## src/rtl/vcw_pkg.sv

```systemverilog
package vcw_pkg;
  localparam int LIM_W     = 16;
  localparam int REG_W     = 32;
  localparam int OFS_CTRL  = 'h00;
  localparam int OFS_COLW  = 'h10;
  localparam int OFS_ROWW  = 'h14;
  localparam int BIT_COLEN = 12;
  localparam int BIT_ROWEN = 13;
  localparam int N_AXIS    = 2;

  typedef struct packed {
    logic [LIM_W-1:0] hi;
    logic [LIM_W-1:0] lo;
  } win_t;

  typedef struct packed {
    logic col_en;
    logic row_en;
    win_t col;
    win_t row;
  } crop_cfg_t;

  function automatic logic [LIM_W-1:0] sat_inc(input logic [LIM_W-1:0] v);
    return (v == {LIM_W{1'b1}}) ? v : v + LIM_W'(1);
  endfunction
endpackage

```

## src/rtl/vcw_cfg_regs.sv

```systemverilog
module vcw_cfg_regs
  import vcw_pkg::*;
#(
  parameter int ADDR_W = 8
) (
  input  logic              clk,
  input  logic              rst_n,
  input  logic              wr,
  input  logic [ADDR_W-1:0] addr,
  input  logic [REG_W-1:0]  wdata,
  input  logic              frame_start,
  output crop_cfg_t         act
);
  crop_cfg_t pend_q, pend_d, act_d;
  logic      unused_bits;

  assign unused_bits = ^{wdata[BIT_COLEN-1:0], wdata[REG_W-1:BIT_ROWEN+1]};

  always_comb begin
    pend_d = pend_q;
    if (wr) begin
      if (addr == ADDR_W'(OFS_CTRL)) begin
        pend_d.col_en = wdata[BIT_COLEN];
        pend_d.row_en = wdata[BIT_ROWEN];
      end else if (addr == ADDR_W'(OFS_COLW)) begin
        pend_d.col = wdata;
      end else if (addr == ADDR_W'(OFS_ROWW)) begin
        pend_d.row = wdata;
      end
    end
    act_d = frame_start ? pend_q : act;
  end

  always_ff @(posedge clk or negedge rst_n) begin
    if (!rst_n) begin
      pend_q <= '0;
      act    <= '0;
    end else begin
      pend_q <= pend_d;
      act    <= act_d;
    end
  end

  // the active window moves only at a frame start
  a_r10_hold_midframe: assert property (@(posedge clk) disable iff (!rst_n)
    !frame_start |=> $stable(act));
endmodule

```

## src/rtl/vcw_counters.sv

```systemverilog
module vcw_counters
  import vcw_pkg::*;
(
  input  logic             clk,
  input  logic             rst_n,
  input  logic             smp_en,
  input  logic             line_act,
  input  logic             fsync,
  output logic [LIM_W-1:0] col,
  output logic [LIM_W-1:0] row,
  output logic             frame_start
);
  logic             hs_q, vs_q, line_end;
  logic [LIM_W-1:0] col_d, row_d;

  always_comb begin
    frame_start = fsync & ~vs_q;
    line_end    = hs_q & ~line_act;
    if (!line_act)   col_d = '0;
    else if (smp_en) col_d = sat_inc(col);
    else             col_d = col;
    if (frame_start)   row_d = '0;
    else if (line_end) row_d = sat_inc(row);
    else               row_d = row;
  end

  always_ff @(posedge clk or negedge rst_n) begin
    if (!rst_n) begin
      hs_q <= 1'b0;
      vs_q <= 1'b0;
      col  <= '0;
      row  <= '0;
    end else begin
      hs_q <= line_act;
      vs_q <= fsync;
      col  <= col_d;
      row  <= row_d;
    end
  end

  // saturated counters stay put
  a_r7_col_saturates: assert property (@(posedge clk) disable iff (!rst_n)
    (line_act && col == {LIM_W{1'b1}}) |=> col == {LIM_W{1'b1}});
  a_r7_row_saturates: assert property (@(posedge clk) disable iff (!rst_n)
    (!frame_start && row == {LIM_W{1'b1}}) |=> row == {LIM_W{1'b1}});
  // frame start clears the row index
  a_r5_row_clear: assert property (@(posedge clk) disable iff (!rst_n)
    frame_start |=> row == '0);
endmodule

```

## src/rtl/vcw_axis_check.sv

```systemverilog
module vcw_axis_check
  import vcw_pkg::*;
(
  input  logic             en,
  input  logic [LIM_W-1:0] idx,
  input  win_t             win,
  output logic             ok,
  output logic             at_hi
);
  always_comb begin
    ok    = !en || ((idx >= win.lo) && (idx <= win.hi));
    at_hi = en && (idx == win.hi);
  end
endmodule

```

## src/rtl/vcw_out_stage.sv

```systemverilog
module vcw_out_stage #(
  parameter int DATA_W = 12
) (
  input  logic              clk,
  input  logic              rst_n,
  input  logic              take,
  input  logic              col_ok,
  input  logic              row_ok,
  input  logic              col_last,
  input  logic              frame_start,
  input  logic [DATA_W-1:0] din,
  output logic              o_valid,
  output logic [DATA_W-1:0] o_data,
  output logic              o_sof,
  output logic              o_eol
);
  logic fwd, sof_pend, sof_pend_d;

  always_comb begin
    fwd = take & col_ok & row_ok;
    if (frame_start) sof_pend_d = 1'b1;
    else if (fwd)    sof_pend_d = 1'b0;
    else             sof_pend_d = sof_pend;
  end

  always_ff @(posedge clk or negedge rst_n) begin
    if (!rst_n) begin
      sof_pend <= 1'b0;
      o_valid  <= 1'b0;
      o_sof    <= 1'b0;
      o_eol    <= 1'b0;
      o_data   <= '0;
    end else begin
      sof_pend <= sof_pend_d;
      o_valid  <= fwd;
      o_sof    <= fwd & sof_pend;
      o_eol    <= fwd & col_last;
      if (fwd) o_data <= din;
    end
  end

  // one-clock latency from an accepted sample
  a_r8_latency: assert property (@(posedge clk) disable iff (!rst_n)
    o_valid |-> $past(take));
  a_r8_sof_qualified: assert property (@(posedge clk) disable iff (!rst_n)
    o_sof |-> o_valid);
  // line-end marker rides on a forwarded sample
  a_r9_eol_qualified: assert property (@(posedge clk) disable iff (!rst_n)
    o_eol |-> o_valid);
endmodule

```

## src/rtl/vcw_crop_top.sv

```systemverilog
module vcw_crop_top
  import vcw_pkg::*;
#(
  parameter int DATA_W = 12,
  parameter int ADDR_W = 8
) (
  input  logic              clk,
  input  logic              rst_n,
  input  logic              cfg_wr,
  input  logic [ADDR_W-1:0] cfg_addr,
  input  logic [31:0]       cfg_wdata,
  input  logic              pix_en,
  input  logic              line_sync,
  input  logic              frame_sync,
  input  logic [DATA_W-1:0] pix_data,
  output logic              crop_valid,
  output logic [DATA_W-1:0] crop_data,
  output logic              crop_sof,
  output logic              crop_eol
);
  crop_cfg_t        act;
  logic [LIM_W-1:0] col, row;
  logic             frame_start, take;
  logic [N_AXIS-1:0] ax_en, ax_ok, ax_hi;
  logic [LIM_W-1:0] ax_idx [N_AXIS];
  win_t             ax_win [N_AXIS];
  logic             unused_row_hi;

  assign take = pix_en & line_sync;

  vcw_cfg_regs #(.ADDR_W(ADDR_W)) regs_i (
    .clk(clk), .rst_n(rst_n), .wr(cfg_wr), .addr(cfg_addr),
    .wdata(cfg_wdata), .frame_start(frame_start), .act(act));

  vcw_counters cnt_i (
    .clk(clk), .rst_n(rst_n), .smp_en(pix_en), .line_act(line_sync),
    .fsync(frame_sync), .col(col), .row(row), .frame_start(frame_start));

  assign ax_en[0]  = act.col_en;
  assign ax_idx[0] = col;
  assign ax_win[0] = act.col;
  assign ax_en[1]  = act.row_en;
  assign ax_idx[1] = row;
  assign ax_win[1] = act.row;

  for (genvar g = 0; g < N_AXIS; g++) begin : g_axis
    vcw_axis_check chk_i (
      .en(ax_en[g]), .idx(ax_idx[g]), .win(ax_win[g]),
      .ok(ax_ok[g]), .at_hi(ax_hi[g]));
  end

  assign unused_row_hi = ax_hi[1];

  vcw_out_stage #(.DATA_W(DATA_W)) out_i (
    .clk(clk), .rst_n(rst_n), .take(take), .col_ok(ax_ok[0]),
    .row_ok(ax_ok[1]), .col_last(ax_hi[0]), .frame_start(frame_start),
    .din(pix_data), .o_valid(crop_valid), .o_data(crop_data),
    .o_sof(crop_sof), .o_eol(crop_eol));
endmodule

```

## config.mk

```make
export PLATFORM = sky130hd
export DESIGN_NAME = vcw_crop_top
export DESIGN_NICKNAME = d
export VERILOG_FILES = /design/src/rtl/vcw_pkg.sv /design/src/rtl/vcw_cfg_regs.sv /design/src/rtl/vcw_counters.sv /design/src/rtl/vcw_axis_check.sv /design/src/rtl/vcw_out_stage.sv /design/src/rtl/vcw_crop_top.sv
export SDC_FILE = /design/constraint.sdc
export NUM_CORES = 1
export LEC_CHECK = 0
export CAP_MARGIN = 20
export CORE_UTILIZATION = 30
export CTS_BUF_LIST = sky130_fd_sc_hd__clkbuf_4 sky130_fd_sc_hd__clkbuf_8 sky130_fd_sc_hd__clkbuf_16
export DETAILED_ROUTE_END_ITERATION = 7
export PLACE_DENSITY = 0.54
export SLEW_MARGIN = 5
export SYNTH_ARGS = -nofsm -noshare
export SYNTH_HDL_FRONTEND = slang
export SYNTH_SLANG_ARGS = --single-unit
```

## constraint.sdc

```tcl
create_clock -name clk -period 3.28 [get_ports clk]
set_input_delay 0.82 -clock clk [delete_from_list [all_inputs] [get_ports clk]]
set_output_delay 0.82 -clock clk [all_outputs]
set_load 0.01 [all_outputs]
```

**Word-level counts from Yosys, hierarchy flattened**

Cells that the tools add are included.

- Memory bits (writable): 0
- ROM bits: 0
- Memories kept: 0
- Word-level logic and storage cells: 69
- Register bits after elaboration: 182
- Latch bits: 0
- Input bits: 58

- Shifts and indexed selects: 0
- Div/mod/pow operators: 0
- Reductions and logical operators: 15
- Multiplexer cells: 8
- Bitwise logic cells: 11
- $add $sub $neg: 2
- Multipliers: 0
- Magnitude comparators: 4
- Equal/unequal tests: 8

Operators with widths:

| cell | count |
|---|---|
| $mux W16 | 6 |
| $add A16 B1 Y16 const B | 2 |
| $eq A16 B16 Y1 const B | 2 |
| $ge A16 B16 Y1 | 2 |
| $le A16 B16 Y1 | 2 |
| $eq A16 B16 Y1 | 1 |
| $eq A8 B5 Y1 const B | 2 |
| $logic_not A8 Y1 | 1 |
| $and A1 B1 Y1 | 7 |
| $ne A2 B2 Y1 const B | 3 |
| $reduce_and A2 Y1 | 3 |
| $not A1 Y1 | 4 |
| $reduce_and A4 Y1 | 1 |
| $reduce_bool A2 Y1 | 2 |
| $logic_and A1 B1 Y1 | 3 |
| $reduce_and A3 Y1 | 1 |
| $logic_not A1 Y1 | 2 |
| $logic_or A1 B1 Y1 | 2 |
| $mux W1 | 2 |

**Logic depth before layout (Yosys ltp)**

- Word-level depth: 7
- Gate-level depth with buffers: 10

**Hierarchy**

A second synthesis with hierarchy kept.

- Cells, all modules: 736
- Area total of the unflattened synthesis: 9076.2 um^2

Modules (own cells, without submodules):

| module | area an instance (um^2) | sequential area each (um^2) | cells each | instances |
|---|---|---|---|---|
| vcw_cfg_regs | 5038.6 | 3303.2 | 285 | 1 |
| vcw_counters | 1805.5 | 850.8 | 185 | 1 |
| vcw_axis_check | 802.0 | 0.0 | 115 | 2 |
| vcw_out_stage | 621.8 | 400.4 | 35 | 1 |
| vcw_crop_top | 6.3 | 0.0 | 1 | 1 |

**Worst setup path after synthesis**

OpenSTA, ideal clock, no wires.

- Kind: flip-flop to flip-flop
- From: register cnt_i.col[14]
- To: register out_i.o_data[0]
- Buffers on the path: 1
- Path slack: 772 ps
- Library setup time: 125 ps
- Arrival: 2383 ps
- Stages on the path, launching flop included: 10
- Cell sequence: dfrtp_1 ha_1 nand4_1 or4_1 a21oi_1 a21oi_1 o211a_2 o21ai_4 buf_12 mux2_4

- Cells in the longest elaborated chain, start to end: 5

Ends and longest elaborated chain:

| item | line | text |
|---|---|---|
| start: declaration | vcw_counters.sv:9 | `output logic [LIM_W-1:0] col,` |
| start signal: assignment | vcw_counters.sv:36 | `col <= col_d;` |
| $ge A16 B16 Y1 / $le A16 B16 Y1 (equally long branches) | vcw_axis_check.sv:11 | `ok = !en \|\| ((idx >= win.lo) && (idx <= win.hi));` |
| $logic_and A1 B1 Y1 * | vcw_axis_check.sv:11 |  |
| $logic_or A1 B1 Y1 * | vcw_axis_check.sv:11 |  |
| $and A1 B1 Y1 * (2 in a row) | vcw_out_stage.sv:20 | `fwd = take & col_ok & row_ok;` |
| end signal: assignment | vcw_out_stage.sv:38 | `if (fwd) o_data <= din;` |
| end: declaration | vcw_out_stage.sv:13 | `output logic [DATA_W-1:0] o_data,` |

Mark *: on every way between the ends. The rest lies on a longest branch, timed or not.
A chain may end at the register's enable or synchronous reset.

**Worst setup path after layout**

- From: register cnt_i.col[10]
- To: register out_i.o_data[7]

Same word-level chain as after synthesis.

==> results.toml <==
[run_status]
status = "complete, no violations"

[worst_setup_path]
path_class = "register to register"
crit_required_ns = 3.59
slowest_delay_ns = 0.57
cp.arrival_ns = 3.25
worst-path-max-fanout = 15
worst_path_max_delay_cell = "or4_1"
endpoint_kind = "register"
cp_common_cell = "a21oi_1"
cp_cell_sequence = "ha_1 > nand4_1 > or4_1 > a21oi_1 > a21oi_1 > o211a_2 > o21ai_4 > mux2_2"
start_kind = "register"
reg2reg_slack_ns = 0.35

[clock_tree]
hold_buffers = 0
cts_buffers = 17
postCtsSetupRepairBufs = 0
cts.sinks = 182
cts_tree = "built"
cts_buffer_depth = 2
clkSlewWorstSetupHoldPaths_ns = 0.07
clk_latency_ns = 0.43
root_buffer = "clkbuf_16"
htreeDepth = 4

[route]
wl_met3_microns = 765
dr.pass1.iters = 5
top_layer_used = "met4"
drc = 0
via_per_inst = 4.565
dr_wl_met2_microns = 8477
drt-met1-wl_microns = 10100
dr.first_iter.drc_count = 244
dr_total_vias = 5684
wl_microns = 19500
wl_per_cell_microns = 15.66
antenna_left = 0

[run]
maxCapViolations = 0

[synth]
synth_area_leaders = "dfrtp_1 (53%), mux2_2 (9.9%), ha_1 (9.6%)"
synth.top_cell.area_share_pct = 52.84
synth_top_flop_cell = "dfrtp_1"
synth.distinct_cells = 49
yosysTopAreaCell = "dfrtp_1"
ys.warnings.count = 0
ys_ff_latch = 182
yosysSeqAreaShare_pct = 52.84
synth_edf_count = 0
netlist_area_sq_um = 8620
async_flop_share_pct = 100.0
syn_nets = 894
syn_avg_cell_area_sq_um = 11.19
synthCells = 770

[grt]
grt_max_degree = 112
grt_overflow = 0
grt_pass1_wl_microns = 31120
grt.total_usage_pct = 14.10
antenna_found_initial = 0
grt_pass1_vias = 5588

[timing]
finalSetupTns_ns = 0
fin_hold_ws_ns = 0.4578
rsz0062_at_grt = "no"
min_period_over_period_pct = 89.48
setup-violations-final = 0
fin_ws_ns = 0.3451
min_period_ns = 2.935
finalHoldViolations = 0
tightest_slew_ns = 0.7093
finalClockSkew_ns = 0.01007
finalMaxSlewViolations = 0
fmax_ghz = 0.3407
slew_headroom_pct = 52.71

[die]
dieArea_sq_um = 29410
start_util_pct = 30.77
ios = 73
core_area_sq_um = 28010
row_count = 61
fp.dieW_microns = 171.5
die_y_microns = 171.5

[place]
dp_slack_ns = -0.1780
port_buffers = 72
dpl.hpwl_microns = 14260
gp_congestion = 0.7727

[pwr]
peakVddDrop_mv = 0.3408
p_per_area_nw_per_um2 = 497.8
leakage_nw = 4.882
power_mw = 5.211

[cells_and_area]
mostFrequentLayoutCells = "dfrtp_1 (182), nand2_1 (90), mux2_2 (76)"
layout.nets = 978
n_antenna_cell = 0
area_growth_pct = 21.45
drive_gt1_share_pct = 16.49
final_common_cell = "dfrtp_1"

[min_path]
hp-class = "input pin to asynchronous set/reset pin"
[metrics by stage]
| stage | util (%) | cell area, sq um | cells |
|---|---|---|---|
| after floorplan | - | 8620 | 770 |
| after global placement | 35.27 | 9878 | 1213 |
| after detailed placement | 35.27 | 9878 | 1213 |
| after CTS | 37.37 | 10470 | 1245 |
| after global routing | 37.37 | 10470 | 1245 |
| final | 37.37 | 10470 | 1245 |
[flip-flops by register name, indices dropped and copies added, names as in the netlist]
signal / count
cnt_i.hs_q: 1
cnt_i.row: 16
cnt_i.col: 16
cnt_i.vs_q: 1
regs_i.pend_q: 66
out_i.o_eol: 1
regs_i.act: 66
out_i.o_sof: 1
out_i.o_valid: 1
out_i.sof_pend: 1
out_i.o_data: 12
[metal layers]
layer	vias to the layer above	GRT usage, %
met4	0	3.106
met3	9	3.083
li1	2804	-
met2	81	21.07
met5	-	0
met1	2790	20.64
[path summary, 6_finish.rpt]
check	from	end	cells past startpoint
max in group asynchronous	rst_n	regs_i.act[65]	2
max reg2reg	cnt_i.col[10]	out_i.o_data[7]	8
min	rst_n	cnt_i.col[4]	1
max	cnt_i.col[10]	out_i.o_data[7]	8
min in group clk	regs_i.pend_q[45]	regs_i.act[45]	2
min reg2reg	regs_i.pend_q[45]	regs_i.act[45]	2
[cells in the mapped netlist (all sizes together) (4+ instances only)]
master and number:
a2111oi 4, a211oi 4, a21oi 25, and2 12, and4 5, buf 5, clkbuf 20, dfrtp 182
ha 66, inv 71, mux2 84, nand2 90, nand3 14, nand4 15, nor2 29, nor2b 9
o21ai 71, xnor2 12, xor2 15
[cell families (layout without fill, tap and decap cells)]
group | after synthesis | count (layout) | share of synthesized area, %
AO/OA/AOI/OAI | 120 | 120 | 8.274
XOR/XNOR | 27 | 27 | 2.744
adder cells (fa/ha/maj) | 66 | 66 | 9.580
buffers and inverters | 96 | 193 | 4.384
flip-flops | 182 | 182 | 52.84
multiplexers | 86 | 86 | 11.51
AND/OR/NAND/NOR | 193 | 193 | 10.67
[worst max-delay path, delay by kind of cell (launching register included)]
kind	cells	cell delay, ns
AND/OR/NAND/NOR	2	0.71
adder cells (fa/ha/maj)	1	0.33
AO/OA/AOI/OAI	4	0.90
multiplexers	1	0.41
flip-flops	1	0.47
[report_power, final]
group | total [mW] | internal, mW | switching (mW)
clock network | 2.04 | 1.08 | 0.961
registers | 2.46 | 2.39 | 0.0757
logic | 0.703 | 0.361 | 0.342
[final cells by class]
type                    count  area (sq um)
clock inverters            15         163.9
flip-flops and latches    182          4554
well taps                 378         473.0
inverters                  71         266.5
repair buffers             90         884.6
multi-input cells         492          3701
clock buffers              17         425.4
fillers                  2793         17540
[what timing repair did]
action / in CTS / in global routing
hold endpoints to repair: 0 / 0
resized for setup: 0 / 1
endpoints found under the setup margin: 0 / 5
No activity file was read; power rests on OpenSTA's default activity.
